<file path="config.mk">
export PLATFORM = sky130hd
export DESIGN_NAME = latched_irq_ctrl
export DESIGN_NICKNAME = d
export VERILOG_FILES = /design/src/rtl/irq_pkg.sv /design/src/rtl/sat_counter.sv /design/src/rtl/stat_en_reg.sv /design/src/rtl/latched_irq_ctrl.sv
export SDC_FILE = /design/constraint.sdc
export NUM_CORES = 1
export LEC_CHECK = 0
export BUFFER_PORTS_ARGS = -buffer_cell sky130_fd_sc_hd__clkbuf_2
export CAP_MARGIN = 20
export CORE_ASPECT_RATIO = 1.2
export CORE_MARGIN = 8
export CORE_UTILIZATION = 35
export CTS_BUF_LIST = sky130_fd_sc_hd__clkbuf_8
export CTS_CLUSTER_DIAMETER = 40
export CTS_CLUSTER_SIZE = 20
export DETAILED_ROUTE_END_ITERATION = 10
export HOLD_SLACK_MARGIN = 0.08
export PLACE_DENSITY_LB_ADDON = 0.1
export RECOVER_POWER = 25
export SYNTH_ARGS = -nofsm -noshare
export SYNTH_HDL_FRONTEND = slang
export SYNTH_SLANG_ARGS = --single-unit
</file>
<file path="constraint.sdc">
create_clock -name clk -period 2.2 [get_ports clk]
set_input_delay 0.55 -clock clk [delete_from_list [all_inputs] [get_ports clk]]
set_output_delay 0.55 -clock clk [all_outputs]
set_load 0.03 [all_outputs]
</file>
<file path="src/rtl/irq_pkg.sv">
package irq_pkg;

    localparam int REG_W    = 16;
    localparam int BYTE_W   = 8;
    localparam int ADDR_W   = 3;
    localparam int NUM_STAT = 2;
    localparam int EVA_W    = 6;
    localparam int FC_W     = 8;
    localparam int RX_W     = 16;

    localparam int CFG_POL_BIT   = 3;
    localparam int CFG_FORCE_BIT = 2;

    typedef enum logic [ADDR_W-1:0] {
        ADR_STAT_A = 3'd0,
        ADR_STAT_B = 3'd1,
        ADR_CFG    = 3'd2,
        ADR_FC     = 3'd3,
        ADR_RX     = 3'd4
    } reg_addr_e;

    typedef struct packed {
        logic active_low;
        logic force_irq;
    } irq_cfg_t;

    localparam irq_cfg_t CFG_RST = '{active_low: 1'b1, force_irq: 1'b0};

    function automatic logic [REG_W-1:0] pack_stat(logic [BYTE_W-1:0] flags,
                                                   logic [BYTE_W-1:0] enables);
        return {flags, enables};
    endfunction

    function automatic logic [REG_W-1:0] pack_cfg(irq_cfg_t c);
        logic [REG_W-1:0] v;
        v = '0;
        v[CFG_POL_BIT]   = c.active_low;
        v[CFG_FORCE_BIT] = c.force_irq;
        return v;
    endfunction

endpackage

</file>
<file path="src/rtl/sat_counter.sv">
module sat_counter #(
    parameter int W = 8
) (
    input  logic         clk,
    input  logic         rst,
    input  logic         inc,
    input  logic         clr,
    output logic [W-1:0] cnt,
    output logic         half_evt
);
    localparam logic [W-1:0] MAX_V   = {W{1'b1}};
    localparam logic [W-1:0] BELOW_H = {1'b0, {(W-1){1'b1}}};

    logic [W-1:0] cnt_nxt;

    always_comb begin
        if (clr)
            cnt_nxt = inc ? W'(1) : '0;
        else if (inc && cnt != MAX_V)
            cnt_nxt = cnt + W'(1);
        else
            cnt_nxt = cnt;
    end

    // one pulse on the step across half full
    assign half_evt = inc && !clr && (cnt == BELOW_H);

    always_ff @(posedge clk) begin
        if (rst) cnt <= '0;
        else     cnt <= cnt_nxt;
    end

    AST_NO_OVERFLOW: assert property (@(posedge clk) disable iff (rst)
        (cnt == MAX_V && !clr) |=> (cnt == MAX_V));
    AST_CLR_ZERO: assert property (@(posedge clk) disable iff (rst)
        (clr && !inc) |=> (cnt == '0));
    AST_HALF_ONCE: assert property (@(posedge clk) disable iff (rst)
        half_evt |=> !half_evt);

endmodule

</file>
<file path="src/rtl/stat_en_reg.sv">
module stat_en_reg #(
    parameter int N = 8
) (
    input  logic         clk,
    input  logic         rst,
    input  logic [N-1:0] evt,
    input  logic         wr,
    input  logic         rd,
    input  logic [N-1:0] wr_en,
    output logic [N-1:0] flags,
    output logic [N-1:0] enables
);
    always_ff @(posedge clk) begin
        if (rst) begin
            flags   <= '0;
            enables <= '0;
        end else begin
            flags <= (rd ? '0 : flags) | evt;
            if (wr) enables <= wr_en;
        end
    end

    AST_EVT_LATCH: assert property (@(posedge clk) disable iff (rst)
        (evt != '0) |=> ((flags & $past(evt)) == $past(evt)));
    AST_RD_CLEAR: assert property (@(posedge clk) disable iff (rst)
        (rd && evt == '0) |=> (flags == '0));
    AST_WR_ENABLE: assert property (@(posedge clk) disable iff (rst)
        wr |=> (enables == $past(wr_en)));

endmodule

</file>
<file path="src/rtl/latched_irq_ctrl.sv">
module latched_irq_ctrl
    import irq_pkg::*;
(
    input  logic              clk,
    input  logic              rst,
    input  logic [EVA_W-1:0]  evt_a,
    input  logic [BYTE_W-1:0] evt_b,
    input  logic              fc_evt,
    input  logic              rx_dv,
    input  logic              rx_sym_err,
    input  logic              loopback,
    input  logic              reg_wr,
    input  logic              reg_rd,
    input  logic [ADDR_W-1:0] reg_addr,
    input  logic [REG_W-1:0]  reg_wdata,
    output logic [REG_W-1:0]  reg_rdata,
    output logic              irq_pin
);
    logic [FC_W-1:0] fc_cnt;
    logic [RX_W-1:0] rx_cnt;
    logic            fc_half, rx_half;
    logic            fc_clr, rx_clr, rx_inc;
    irq_cfg_t        cfg;
    logic            irq_active;

    logic [BYTE_W-1:0] evt_vec  [NUM_STAT];
    logic [BYTE_W-1:0] flag_vec [NUM_STAT];
    logic [BYTE_W-1:0] en_vec   [NUM_STAT];
    logic [NUM_STAT-1:0] pend;

    logic unused_wdata;
    assign unused_wdata = ^{reg_wdata[REG_W-1:BYTE_W], reg_wdata[BYTE_W-1:CFG_POL_BIT+1],
                            reg_wdata[CFG_FORCE_BIT-1:0]};

    assign evt_vec[0] = {evt_a, fc_half, rx_half};
    assign evt_vec[1] = evt_b;

    generate
        for (genvar g = 0; g < NUM_STAT; g++) begin : g_stat
            logic sel;
            assign sel = (reg_addr == ADDR_W'(g));
            stat_en_reg #(.N(BYTE_W)) u_reg (
                .clk     (clk),
                .rst     (rst),
                .evt     (evt_vec[g]),
                .wr      (reg_wr && sel),
                .rd      (reg_rd && sel),
                .wr_en   (reg_wdata[BYTE_W-1:0]),
                .flags   (flag_vec[g]),
                .enables (en_vec[g])
            );
            assign pend[g] = |(flag_vec[g] & en_vec[g]);
        end
    endgenerate

    assign fc_clr = reg_rd && (reg_addr == ADR_FC);
    assign rx_clr = reg_rd && (reg_addr == ADR_RX);
    assign rx_inc = rx_dv && rx_sym_err && !loopback;

    sat_counter #(.W(FC_W)) u_fc (
        .clk(clk), .rst(rst), .inc(fc_evt), .clr(fc_clr),
        .cnt(fc_cnt), .half_evt(fc_half)
    );

    sat_counter #(.W(RX_W)) u_rx (
        .clk(clk), .rst(rst), .inc(rx_inc), .clr(rx_clr),
        .cnt(rx_cnt), .half_evt(rx_half)
    );

    always_ff @(posedge clk) begin
        if (rst)
            cfg <= CFG_RST;
        else if (reg_wr && reg_addr == ADR_CFG)
            cfg <= '{active_low: reg_wdata[CFG_POL_BIT], force_irq: reg_wdata[CFG_FORCE_BIT]};
    end

    assign irq_active = (|pend) || cfg.force_irq;
    assign irq_pin    = cfg.active_low ? !irq_active : irq_active;

    always_comb begin
        case (reg_addr)
            ADR_STAT_A: reg_rdata = pack_stat(flag_vec[0], en_vec[0]);
            ADR_STAT_B: reg_rdata = pack_stat(flag_vec[1], en_vec[1]);
            ADR_CFG:    reg_rdata = pack_cfg(cfg);
            ADR_FC:     reg_rdata = REG_W'(fc_cnt);
            ADR_RX:     reg_rdata = REG_W'(rx_cnt);
            default:    reg_rdata = '0;
        endcase
    end

    AST_IDLE_LEVEL: assert property (@(posedge clk) disable iff (rst)
        ((flag_vec[0] & en_vec[0]) == '0 && (flag_vec[1] & en_vec[1]) == '0 && !cfg.force_irq)
        |-> (irq_pin == cfg.active_low));
    AST_FORCE_LEVEL: assert property (@(posedge clk) disable iff (rst)
        cfg.force_irq |-> (irq_pin != cfg.active_low));
    AST_LOOPBACK_HOLD: assert property (@(posedge clk) disable iff (rst)
        (loopback && !rx_clr) |=> $stable(rx_cnt));

endmodule

</file>
==> impl_metrics.toml <==
[worst_hold_path]
hold_start = "evt_b[3]"
hold_end = "g_stat[1].u_reg.flags[3]"
worstHoldPathCells = 3
hold_path_class = "in -> reg"

[pwr]
combPwrFrac_pct = 11.4
p_int_mw = 1.611
seq_power_share_pct = 50.9
p_per_area_mw_per_mm2 = 603.9
p_sw_uw = 576.7
p_sw_share_pct = 26.36
peakVddDrop_v = 0.0003469
p_leak_nw = 1.493
pwr-share-clk_pct = 37.7
power_mw = 2.187

[grt]
grt_pass1_vias = 2776
grt_pass1_wl_mm = 13.94
grt_start_max_net_pins = 28
track_usage_pct = 15.33
grt-ovfl-total = 0
antenna_found_initial = 0

[yosys]
ys.flop_type = "dfxtp_1"
syn_avg_cell_area_um2 = 8.126
synth_area_mm2 = 0.002925
syn_inst = 360
synth_nets = 403
yosys.area.top_type = "dfxtp_1"
yosysWarnings = 0
synthTopCellsByArea = "dfxtp_1 40%, nor2_1 9.4%, mux2i_1 8.6%, a21oi_1 6.8%, xor2_1 4.5%"
synth_top_area_share_pct = 39.69
synth_seq_area_share_pct = 39.69
async_flop_share_pct = 0
synth-seq-cells = 58
synth_edf_count = 0
yosysUniqueCellTypes = 46

[worst_setup_path]
r2r_end = "u_rx.cnt[9]"
crit_type = "reg -> out"
r2r_cells = 6
arrival_ns = 1.77
r2r-start = "u_rx.cnt[0]"
worstPathMaxFanout = 3
worstPathRequired_ns = 1.65
endpoint_kind = "primary output"
r2r_setup_slack_ns = 0.35
startpoint_type = "flip-flop"

[timing]
fin_hold_ws_ns = 0.4309
slew-limit-headroom_pct = 72.22
period_share_pct = 105.6
fin_setup_tns_ns = -0.2156
setup_ws_ns = -0.1225
setup_violations = 2
fin_crit_ns = 2.323
worstMarginPinSlew_ns = 0.4158
skew_ns = 0.006342
final_max_slew_viol_count = 0
rsz0062_at_grt = "true"
hold_viol = 0
fmax_mhz = 430.6

[detailed_routing]
post-route-drc-count = 0
via_per_inst = 5.250
routedWlPerCell_um = 15.97
drt_first_pass_iters = 4
drt_iter0_drc = 113
drt-total-wl_mm = 8.448
antenna_left = 0
num_vias = 2777

[finish]
syn2layout_area_growth_pct = 23.82
fin_cells = 529
diodes = 0
design_area_mm2 = 0.003622
regArea_mm2 = 0.001171
fillCellCount = 856
multi_input_area_mm2 = 0.001697
drive_gt1_share_pct = 24.42
fin_nets = 472
final_core_util_pct = 44.68

[placed_design]
dpl_cell_area_mm2 = 0.003411
dp_hpwl_mm = 6.594
place_inst = 512
dpl_worst_slack_ns = -0.09136
gp_congestion = 0.8007
numPortBuffers = 49

[clocking]
insertion_delay_ns = 0.33
cts_tree = "done"
clkTransAtPathRegs_ns = 0.06
clock_sinks = 58
cts-root-buf = "clkbuf_8"
cts.htree.levels = 3
cts_made_buffers = 9
clk_path_buf_depth = 2

[floorplan]
core_area_mm2 = 0.008108
die_area_mm2 = 0.01155
die_h_um = 116.1
die_x_um = 99.46
rows = 36
start_util_pct = 36.08
io_pins = 58

[outcome]
status = "complete, but fails checks"
violations = "setup timing"

[flow_run]
maxCapViolations = 0
==> registers in the layout (all words and copies together) (netlist names) <==
| name | cells |
|---|---|
| u_fc.cnt | 8 |
| cfg | 2 |
| g_stat.u_reg.flags | 16 |
| g_stat.u_reg.enables | 16 |
| u_rx.cnt | 16 |
==> cells by family (layout without fill, tap and decap cells) <==
kind of cell,after synthesis,count (layout),synth area share [%]
flip-flops,58,58,39.69
XOR/XNOR,18,18,5.390
buffers and inverters,21,95,3.208
multiplexers,27,27,9.709
AND/OR/NAND/NOR,156,156,24.68
adder cells (fa/ha/maj),2,2,0.8553
AO/OA/AOI/OAI,78,78,16.47
==> final cells by class <==
cell class                      instances  share of cell area (%)
Clock buffer                           10                   3.800
Clock inverter                          6                  0.7254
Inverter                                4                  0.4145
Multi-Input combinational cell        281                   46.84
Sequential cell                        58                   32.33
Tap cell                               95                   3.282
Timing Repair Buffer                   75                   12.61
==> cell usage in the layout, fill, tap and decap left out, types with 3 or more instances in the layout <==
cell type / count
and3_1: 4
nand4_1: 3
buf_4: 27
nand2b_1: 3
buf_2: 5
xor2_1: 15
and4_1: 3
a22oi_1: 3
nor3_1: 5
dfxtp_1: 50
inv_1: 7
xnor2_1: 3
nand2_1: 34
nor2_1: 73
clkbuf_8: 10
clkbuf_1: 5
a21oi_1: 40
nor2b_1: 3
a31oi_1: 3
a22oi_2: 4
o2111ai_1: 4
mux2i_1: 25
nand3_1: 14
o21ai_0: 8
dfxtp_2: 8
o211ai_2: 3
clkbuf_2: 35
clkinv_2: 3
o21ai_1: 3
==> layer usage <==
layer  up-vias  GRT usage (%)  share of wire (%)
met5         -              0                  0
met3         6          2.624                3.3
met4         0          6.269               0.89
li1       1411              -                  -
met2        60          27.40                 51
met1      1300          17.74                 44
==> synth_stat cells (all sizes together), types with 2 or more instances <==
library cell  count
clkbuf            9
inv               4
a21oi            40
nor2             73
and3              5
a31oi             3
xnor2             3
nand3b            2
dfxtp            58
buf               8
nand4             3
or3               2
ha                2
xor2             15
nand2b            3
and4              3
nor2b             3
nor3b             2
nor3              6
o211ai            5
o21ai            11
nand2            34
a22oi             7
nand4b            2
nand3            16
mux2i            25
o2111ai           4
==> power groups by stage <==
stage | registers (mW) | clock network (mW) | logic, mW
6_report | 1.11 | 0.825 | 0.250
5_1_grt | 1.12 | 0.888 | 0.277
4_1_cts | 1.11 | 0.852 | 0.254
3_5_place_dp | 1.13 | 0 | 0.247
3_3_place_gp | 1.13 | 0 | 0.244
2_1_floorplan | 1.12 | 0 | 0.143
==> how the worst max path moves through the flow <==
stage                                           from  cells after the start           end  slack, ns
after floorplan                          reg_addr[1]                      4  reg_rdata[5]      -0.16
after global placement                   reg_addr[0]                      6  reg_rdata[8]      -0.09
final                     g_stat[0].u_reg.enables[2]                      5       irq_pin      -0.12
after detailed placement                 reg_addr[0]                      6  reg_rdata[8]      -0.09
after CTS                   g_stat[1].u_reg.flags[3]                      5       irq_pin      -0.16
after global routing      g_stat[0].u_reg.enables[2]                      5       irq_pin      -0.23
==> timing repair <==
action,in CTS,in global routing
endpoints found under the setup margin,13,11
pin swaps,5,1
setup buffers,1,0
endpoints found under the hold margin,0,0
cloned,0,0
hold buffers,0,0
gates resized for setup,13,22
==> critical path: stages, from the launching register on <==
cell and delay (ns):
dfxtp_2 0.34, a22oi_2 0.19, nand4_1 0.17, a2111oi_2 0.39, xnor2_1 0.17, buf_4 0.19
No activity file was read; power rests on OpenSTA's default activity.
